===== src/rtl/qbp_pkg.sv =====
package qbp_pkg;
   // Width of a counter that must hold values 0..n (never less than one bit).
   function automatic int unsigned cnt_width(input int unsigned n);
      int unsigned w;
      w = $clog2(n + 1);
      return (w < 1) ? 1 : w;
   endfunction
endpackage


===== src/rtl/qbp_out_latch.sv =====
module qbp_out_latch #(
   parameter int unsigned WIDTH = 8
) (
   input  logic             clk,
   input  logic             rst_n,
   input  logic             wr_stb,
   input  logic [WIDTH-1:0] wr_data,
   output logic [WIDTH-1:0] latch_q
);
   if (WIDTH < 1) begin : g_bad_width
      $error("qbp_out_latch: WIDTH must be at least 1");
   end

   // Power-on value: every bit released to the pull-up.
   always_ff @(posedge clk or negedge rst_n) begin
      if (!rst_n)      latch_q <= '1;
      else if (wr_stb) latch_q <= wr_data;
   end

   // a strobe loads the data
   a_r2_write_load: assert property (@(posedge clk) disable iff (!rst_n)
      wr_stb |=> (latch_q == $past(wr_data)));
   // the latch holds without a strobe
   a_r2_latch_hold: assert property (@(posedge clk) disable iff (!rst_n)
      !wr_stb |=> $stable(latch_q));
endmodule


===== src/rtl/qbp_pin_net.sv =====
module qbp_pin_net #(
   parameter int unsigned WIDTH       = 8,
   parameter int unsigned SYNC_STAGES = 0
) (
   input  logic             clk,
   input  logic             rst_n,
   input  logic [WIDTH-1:0] latch_q,
   input  logic [WIDTH-1:0] ext_pull_low,
   output logic [WIDTH-1:0] pin_level,
   output logic [WIDTH-1:0] pin_sampled,
   output logic [WIDTH-1:0] drive_low
);
   if (SYNC_STAGES > 4) begin : g_bad_sync
      $error("qbp_pin_net: SYNC_STAGES above 4 is not supported");
   end

   // Per-bit wired-AND: a strong low from the latch or a low from outside wins.
   for (genvar i = 0; i < WIDTH; i++) begin : g_bit
      assign drive_low[i] = ~latch_q[i];
      assign pin_level[i] = latch_q[i] & ~ext_pull_low[i];
   end

   if (SYNC_STAGES == 0) begin : g_direct
      assign pin_sampled = pin_level;
   end else begin : g_sync
      logic [WIDTH-1:0] stage_q [SYNC_STAGES];
      always_ff @(posedge clk or negedge rst_n) begin
         if (!rst_n) begin
            for (int s = 0; s < SYNC_STAGES; s++) stage_q[s] <= '1;
         end else begin
            stage_q[0] <= pin_level;
            for (int s = 1; s < SYNC_STAGES; s++) stage_q[s] <= stage_q[s-1];
         end
      end
      assign pin_sampled = stage_q[SYNC_STAGES-1];
   end

   // a driven-low pin never reads high
   a_r2_driven_pin_low: assert property (@(posedge clk) disable iff (!rst_n)
      ((drive_low & pin_level) == '0));
   // a high pin always has its low driver released
   a_r3_high_means_input: assert property (@(posedge clk) disable iff (!rst_n)
      ((pin_level & ~latch_q) == '0));
endmodule


===== src/rtl/qbp_in_snapshot.sv =====
module qbp_in_snapshot #(
   parameter int unsigned WIDTH = 8
) (
   input  logic             clk,
   input  logic             rst_n,
   input  logic             rd_stb,
   input  logic [WIDTH-1:0] pin_sampled,
   output logic [WIDTH-1:0] snap_q,
   output logic             mismatch
);
   always_ff @(posedge clk or negedge rst_n) begin
      if (!rst_n)      snap_q <= '1;
      else if (rd_stb) snap_q <= pin_sampled;
   end

   assign mismatch = |(snap_q ^ pin_sampled);

   // a read captures the sampled pins
   a_r4_snap_capture: assert property (@(posedge clk) disable iff (!rst_n)
      rd_stb |=> (snap_q == $past(pin_sampled)));
   // the snapshot holds between reads
   a_r4_snap_hold: assert property (@(posedge clk) disable iff (!rst_n)
      !rd_stb |=> $stable(snap_q));
endmodule


===== src/rtl/qbp_change_filter.sv =====
module qbp_change_filter
   import qbp_pkg::*;
#(
   parameter int unsigned FILT_CYCLES = 4
) (
   input  logic clk,
   input  logic rst_n,
   input  logic rd_stb,
   input  logic mismatch,
   output logic irq
);
   localparam int unsigned CW = cnt_width(FILT_CYCLES);
   localparam logic [CW-1:0] LAST = CW'(FILT_CYCLES - 1);

   if (FILT_CYCLES < 1) begin : g_bad_filt
      $error("qbp_change_filter: FILT_CYCLES must be at least 1");
   end

   logic [CW-1:0] run_q;

   always_ff @(posedge clk or negedge rst_n) begin
      if (!rst_n) begin
         run_q <= '0;
         irq   <= 1'b0;
      end else if (rd_stb || !mismatch) begin
         run_q <= '0;
         irq   <= 1'b0;
      end else if (run_q == LAST) begin
         irq   <= 1'b1;
      end else begin
         run_q <= run_q + 1'b1;
      end
   end

   // a read clears the interrupt
   a_r7_read_clears: assert property (@(posedge clk) disable iff (!rst_n)
      rd_stb |=> !irq);
   // no interrupt follows a matching edge
   a_r6_match_clears: assert property (@(posedge clk) disable iff (!rst_n)
      !mismatch |=> !irq);
   // the interrupt only rises after a full run
   a_r5_rise_needs_run: assert property (@(posedge clk) disable iff (!rst_n)
      $rose(irq) |-> ($past(run_q) == LAST));
   // a set interrupt holds while the mismatch persists
   a_r5_irq_holds: assert property (@(posedge clk) disable iff (!rst_n)
      (irq && mismatch && !rd_stb) |=> irq);
endmodule


===== src/rtl/qbp_port_bank.sv =====
module qbp_port_bank #(
   parameter int unsigned WIDTH       = 8,
   parameter int unsigned FILT_CYCLES = 4,
   parameter int unsigned SYNC_STAGES = 0
) (
   input  logic             clk,
   input  logic             rst_n,
   input  logic             wr_stb,
   input  logic [WIDTH-1:0] wr_data,
   input  logic             rd_stb,
   output logic [WIDTH-1:0] rd_data,
   input  logic [WIDTH-1:0] ext_pull_low,
   output logic [WIDTH-1:0] pin_level,
   output logic [WIDTH-1:0] pin_drive_low,
   output logic             int_drive_low
);
   logic [WIDTH-1:0] latch_q;
   logic [WIDTH-1:0] pin_sampled;
   logic             mismatch;

   qbp_out_latch #(.WIDTH(WIDTH)) u_latch (
      .clk(clk), .rst_n(rst_n), .wr_stb(wr_stb), .wr_data(wr_data),
      .latch_q(latch_q));

   qbp_pin_net #(.WIDTH(WIDTH), .SYNC_STAGES(SYNC_STAGES)) u_pins (
      .clk(clk), .rst_n(rst_n), .latch_q(latch_q), .ext_pull_low(ext_pull_low),
      .pin_level(pin_level), .pin_sampled(pin_sampled), .drive_low(pin_drive_low));

   qbp_in_snapshot #(.WIDTH(WIDTH)) u_snap (
      .clk(clk), .rst_n(rst_n), .rd_stb(rd_stb), .pin_sampled(pin_sampled),
      .snap_q(rd_data), .mismatch(mismatch));

   qbp_change_filter #(.FILT_CYCLES(FILT_CYCLES)) u_filt (
      .clk(clk), .rst_n(rst_n), .rd_stb(rd_stb), .mismatch(mismatch),
      .irq(int_drive_low));

   // reset releases every low driver and the interrupt
   a_r1_reset_state: assert property (@(posedge clk)
      $rose(rst_n) |-> (pin_drive_low == '0 && !int_drive_low));
endmodule


===== config.mk =====
export PLATFORM = sky130hd
export DESIGN_NAME = qbp_port_bank
export DESIGN_NICKNAME = d
export VERILOG_FILES = /design/src/rtl/qbp_pkg.sv /design/src/rtl/qbp_out_latch.sv /design/src/rtl/qbp_pin_net.sv /design/src/rtl/qbp_in_snapshot.sv /design/src/rtl/qbp_change_filter.sv /design/src/rtl/qbp_port_bank.sv
export SDC_FILE = /design/constraint.sdc
export NUM_CORES = 1
export LEC_CHECK = 0
export BUFFER_PORTS_ARGS = -buffer_cell sky130_fd_sc_hd__buf_2
export CAP_MARGIN = 20
export CORE_ASPECT_RATIO = 1.5
export CORE_UTILIZATION = 53
export CTS_BUF_LIST = sky130_fd_sc_hd__clkbuf_8
export DETAILED_ROUTE_END_ITERATION = 10
export PLACE_DENSITY = 0.89
export SLEW_MARGIN = 20
export SYNTH_ARGS = -nofsm -noshare
export SYNTH_HDL_FRONTEND = slang
export SYNTH_HIERARCHICAL = 1
export SYNTH_SLANG_ARGS = --single-unit

===== constraint.sdc =====
create_clock -name clk -period 2.3 [get_ports clk]
set_input_delay 0 -clock clk [delete_from_list [all_inputs] [get_ports clk]]
set_output_delay 0 -clock clk [all_outputs]
set_load 0.05 [all_outputs]

Word-level counts from Yosys, hierarchy flattened
Index checks and enable logic that the tools add are counted.
{ "totals": {"regBits": 20, "word_cells": 40} }
{ "op_classes": {"add_sub_neg": 1, "n_eq_ne": 2, "mux": 4, "bitwise": 25, "n_reduce_logical": 4} }
{ "op_table": {"columns": ["cell", "count"], "rows": [
  ["$not 1->1", 16],
  ["$and 1x1->1", 8],
  ["$reduce_or 8->1", 1],
  ["$xor 8x8->8", 1],
  ["$mux 3", 2],
  ["$add 3x1->3 const B", 1],
  ["$eq 3x2->1 const B", 1],
  ["$mux 1", 2],
  ["$ne 2x1->1 const B", 1],
  ["$reduce_bool 2->1", 1],
  ["$logic_not 1->1", 1],
  ["$logic_or 1x1->1", 1]
]} }

Depth between registers and ports, before layout
{ "depth": {"ltp_word": 7, "depth_mapped": 7} }

Cells and area by module
The synthesis kept the hierarchy.
{ "modules_own_cells": {"columns": ["module", "n_inst", "cells_each", "area_per_inst_um2", "seq_area_each_um2"], "rows": [
  ["qbp_in_snapshot", 1, 28, 391.6, 210.2],
  ["qbp_out_latch", 1, 17, 341.6, 210.2],
  ["qbp_pin_net", 1, 24, 200.2, 0.0],
  ["qbp_change_filter", 1, 16, 190.2, 100.1]
]} }

Least setup slack after synthesis
No wires, ideal clock.
{ "synth_path": {"path_kind": "register to register", "from": "reg u_latch.latch_q[5]", "to": "reg u_filt.run_q[2]", "setup_time_ps": 130, "arrival_time_ps": 1594, "required_ps": 2170, "setup_slack_ps": 576, "stages_incl_launch_ff": 8, "period_less_slack_ps": 1724, "path_cell_list": "dfstp_2 > nor2b_4 > buf_4 > xor2_1 > nor4_1 > nand2_1 > nand2b_4 > a211oi_1"} }
{ "synth_via": {"elab_chain_cells": 6, "elab_cells_between_ends": 7} }
{ "synth_rtl": {"columns": ["item", "line_no", "rtl"], "rows": [
  ["start: declaration", "qbp_out_latch.sv:8", "output logic [WIDTH-1:0] latch_q"],
  ["start signal: assignment", "qbp_out_latch.sv:17", "else if (wr_stb) latch_q <= wr_data;"],
  ["$and 1x1->1 *", "qbp_pin_net.sv:20", "assign pin_level[i] = latch_q[i] & ~ext_pull_low[i];"],
  ["via pin_level[5]", "qbp_port_bank.sv:13", "output logic [WIDTH-1:0] pin_level,"],
  ["$xor 8x8->8 *", "qbp_in_snapshot.sv:16", "assign mismatch = |(snap_q ^ pin_sampled);"],
  ["$reduce_or 8->1 *", "qbp_in_snapshot.sv:16", null],
  ["via mismatch", "qbp_port_bank.sv:19", "logic mismatch;"],
  ["$logic_not 1->1 *", "qbp_change_filter.sv:25", "end else if (rd_stb || !mismatch) begin"],
  ["$logic_or 1x1->1 *", "qbp_change_filter.sv:25", null],
  ["$ne 2x1->1 (no line) / $mux 3 (equally long branches)", null, null],
  ["end signal: assignment", "qbp_change_filter.sv:31", "run_q <= run_q + 1'b1;"],
  ["end: declaration", "qbp_change_filter.sv:19", "logic [CW-1:0] run_q;"]
]} }
The timed path passes the listed nets; every way through them passes the cells marked *.
A chain may end at the register's enable or synchronous reset.

Final worst setup path
{ "layout_path": {"from": "reg u_latch.latch_q[1]", "to": "reg u_filt.run_q[2]"} }
{ "layout_via": {"elab_chain_cells": 6, "elab_cells_between_ends": 7} }
{ "layout_rtl": {"columns": ["item", "line_no"], "rows": [
  ["$and 1x1->1 *", "qbp_pin_net.sv:20"],
  ["$xor 8x8->8 *", "qbp_in_snapshot.sv:16"],
  ["$reduce_or 8->1 *", "qbp_in_snapshot.sv:16"],
  ["via mismatch", "qbp_port_bank.sv:19"],
  ["$logic_not 1->1 *", "qbp_change_filter.sv:25"],
  ["$logic_or 1x1->1 *", "qbp_change_filter.sv:25"],
  ["$ne 2x1->1 (no line) / $mux 3 (equally long branches)", null]
]} }
Marks and branches as above.

==> impl_metrics.py <==
metrics = {
    "route": {
        "dr.pass1.iters": 2,
        "wirelength_mm": 2.14,
        "ant_nets": 0,
        "wire_per_inst_um": 13.9,
        "vias": 748,
        "drt_iter0_markers": 12,
        "drc": 0,
        "drt-vias-per-instance": 4.86,
    },
    "setup_path": {
        "arrival_ps": 1680,
        "reg2reg_slack_ps": 750,
        "reg2reg_depth": 6,
        "max_stage_delay_ps": 550,
        "worst_setup_path_start_kind": "flop",
        "path_class": "reg2reg",
        "r2r_end": "u_filt/run_q[2]",
        "critPathRequiredTime_ps": 2430,
        "reg2reg_from": "u_latch/latch_q[1]",
        "cpMaxStageDelayCell": "dfstp_2",
        "path_cells": "nor2b_4 -> xor2_1 -> nor4_1 -> nand2_1 -> nand2b_4 -> a211oi_1",
        "cp_max_fo": 4,
        "critPathCaptureType": "flop",
    },
    "cts": {
        "cts-root-buf": "clkbuf_8",
        "cts_buffers": 3,
        "cts.clk_slew.worst_paths_ps": 70,
        "cts_resized": 0,
        "ctsHtreeMaxLevel": 1,
        "cts.sinks": 20,
        "clk_latency_ps": 250,
        "clock_path_buffers": 2,
        "post-cts-setup-buffers": 0,
        "cts_tree": "built",
    },
    "sta": {
        "fin_worst_skew_ps": 2.63,
        "slew_headroom_pct": 71.4,
        "drv_slew": 0,
        "worst_pin_slew_ps": 429,
        "rsz0062_at_grt": "false",
        "hold_viol_final": 0,
        "fin_ws_ps": 751,
        "setup_viol": 0,
        "fin_crit_sh_pct": 67.4,
        "fmax_mhz": 645,
        "tns_ps": 0,
        "fin_crit_ps": 1550,
    },
    "yosys": {
        "ys_ff_latch": 20,
        "synthAdderAreaFrac_pct": 2.23,
        "synth_xor_area_share_pct": 7.02,
        "ys.flop_type": "dfstp_2",
        "synthArstFlopShare_pct": 100,
        "synth_mux_area_share_pct": 19.6,
        "syn_area_um2": 1120,
        "synth-edff-count": 0,
        "synth_compound_area_share_pct": 0.668,
        "synth_top_family_by_area": "multiplexers",
        "synth-simple-area-share_pct": 14.4,
        "avgSynthCellArea_um2": 13.2,
        "syn_inst": 85,
        "yosysWarnings": 6,
        "yosysUniqueCellTypes": 18,
        "synth_nets": 107,
        "synth_seq_area_share_pct": 46.3,
    },
    "min_path": {
        "hp-class": "in2reg",
        "worstHoldEndpoint": "u_snap/snap_q[3]",
        "min-delay-start": "ext_pull_low[3]",
        "hold_path_depth": 3,
    },
    "floorplanning": {
        "ios": 45,
        "rows": 20,
        "die-height_um": 58.4,
        "dieArea_um2": 2310,
        "core_um2": 2000,
        "initial_core_util_pct": 56.1,
        "fp.dieW_um": 39.6,
    },
    "layout": {
        "drive_gt1_share_pct": 66.7,
        "layout.nets": 155,
        "diodes": 0,
        "syn_to_final_growth_pct": 27.3,
    },
    "global_route": {
        "grtUsageTotal_pct": 21.3,
        "grt_pass1_wl_mm": 3.38,
        "grt_max_degree": 21,
        "grt_pass1_vias": 796,
        "grt-ovfl-total": 0,
        "antenna_found_initial": 0,
    },
    "pwr": {
        "power_density_nw_per_um2": 757,
        "p_leak_uw": 0.000777,
        "irDropWorstVdd_mv": 0.554,
    },
    "placement": {
        "hpwl_mm": 1.61,
        "dp_slack_ps": 764,
        "gp_congestion": 0.721,
        "io_buffers": 44,
    },
    "job": {
        "cap_violations": 0,
    },
    "outcome": {
        "status": "completed",
    },
}
==> cell usage after synthesis (2+ instances only) <==
library cell / number / area share [%]
buf_4: 8 / 5.3
dfrtp_1: 4 / 8.9
dfstp_2: 16 / 37
ha_1: 2 / 2.2
inv_1: 9 / 3.0
mux2_2: 8 / 8.0
mux2_4: 8 / 11
nor2_1: 4 / 1.3
nor2b_4: 8 / 9.8
nor4_1: 2 / 1.1
xor2_1: 9 / 7.0
==> area by class of cell <==
cell class,count,area [um^2]
Clock buffer,3,41.3
Clock inverter,1,3.75
Fill cell,136,572
Inverter,9,33.8
Multi-Input combinational cell,46,493
Sequential cell,20,520
Tap cell,22,27.5
Timing Repair Buffer,53,310
==> flip-flops by register name, summed over array words and instances (netlist names) <==
register and count:
u_filt/irq 1, u_snap/snap_q 8, u_latch/latch_q 8, u_filt/run_q 3
==> worst max-delay path, delay by kind of cell (launching register included) <==
family	cells	cell delay, ps
compound gates	1	50
xor+xnor	1	80
flops	1	550
simple gates	4	750
==> worst max-delay path by stage <==
stage	start	to	slack, ps	depth (start not counted)
finish	u_latch/latch_q[1]	u_filt/run_q[2]	750	6
global route	u_latch/latch_q[1]	u_filt/run_q[1]	600	6
CTS	u_latch/latch_q[1]	u_filt/run_q[2]	750	6
detailed placement	u_latch/latch_q[1]	u_filt/run_q[2]	760	6
global placement	u_latch/latch_q[1]	u_filt/run_q[2]	780	6
floorplan	u_latch/latch_q[5]	u_filt/run_q[2]	580	7
==> cell families (layout without fill, tap and decap cells) <==
family	count (synthesis)	in the layout
AOI/OAI and AO/OA	1	1
xor gates and xnor gates	9	9
adders and majority gates	2	2
buffers and inverters	19	66
DFF	20	20
muxes	17	17
and+or+nand+nor	17	17
==> layout by cell type (no fill, tap or decap) <==
cell type      netlist  routed
a211oi_1             1       1
dfstp_2             16      16
dfrtp_1              4       4
nor4_1               2       2
mux2_2               8       8
ha_1                 2       2
xor2_1               9       9
mux2_4               8       8
dlygate4sd3_1        0       9
nor2_1               4       4
inv_1                9      10
nand2b_4             1       1
nor2b_1              1       1
clkbuf_8             0       3
buf_2                1      44
nand2_1              1       1
mux2i_1              1       1
nor2b_4              8       8
==> metrics by stage <==
step	std cells	hold slack (ps)	utilization (%)	cell area (um^2)	power, uW
after floorplan	85	-296	-	1120	773
after global placement	141	-43.1	64.7	1290	837
after detailed placement	141	-37.0	64.7	1290	852
after CTS	154	144	71.4	1430	1090
after global routing	154	139	71.4	1430	1140
final	154	149	71.4	1430	1080
==> per-layer routing <==
metal,routed length [um],global-route usage [%]
met1,807,23.8
met2,1210,36.8
met3,98,3.40
met4,27,11.3
met5,0,0
==> power breakdown <==
group | switching, uW | internal (uW)
sequential | 34.8 | 423
combinational | 257 | 144
clock | 107 | 118
==> repair_timing <==
item | in CTS | in global routing
hold buffers | 9 | 0
setup endpoints to repair | 0 | 0
hold endpoints to repair | 12 | 0
No activity file was read; power rests on OpenSTA's default activity.
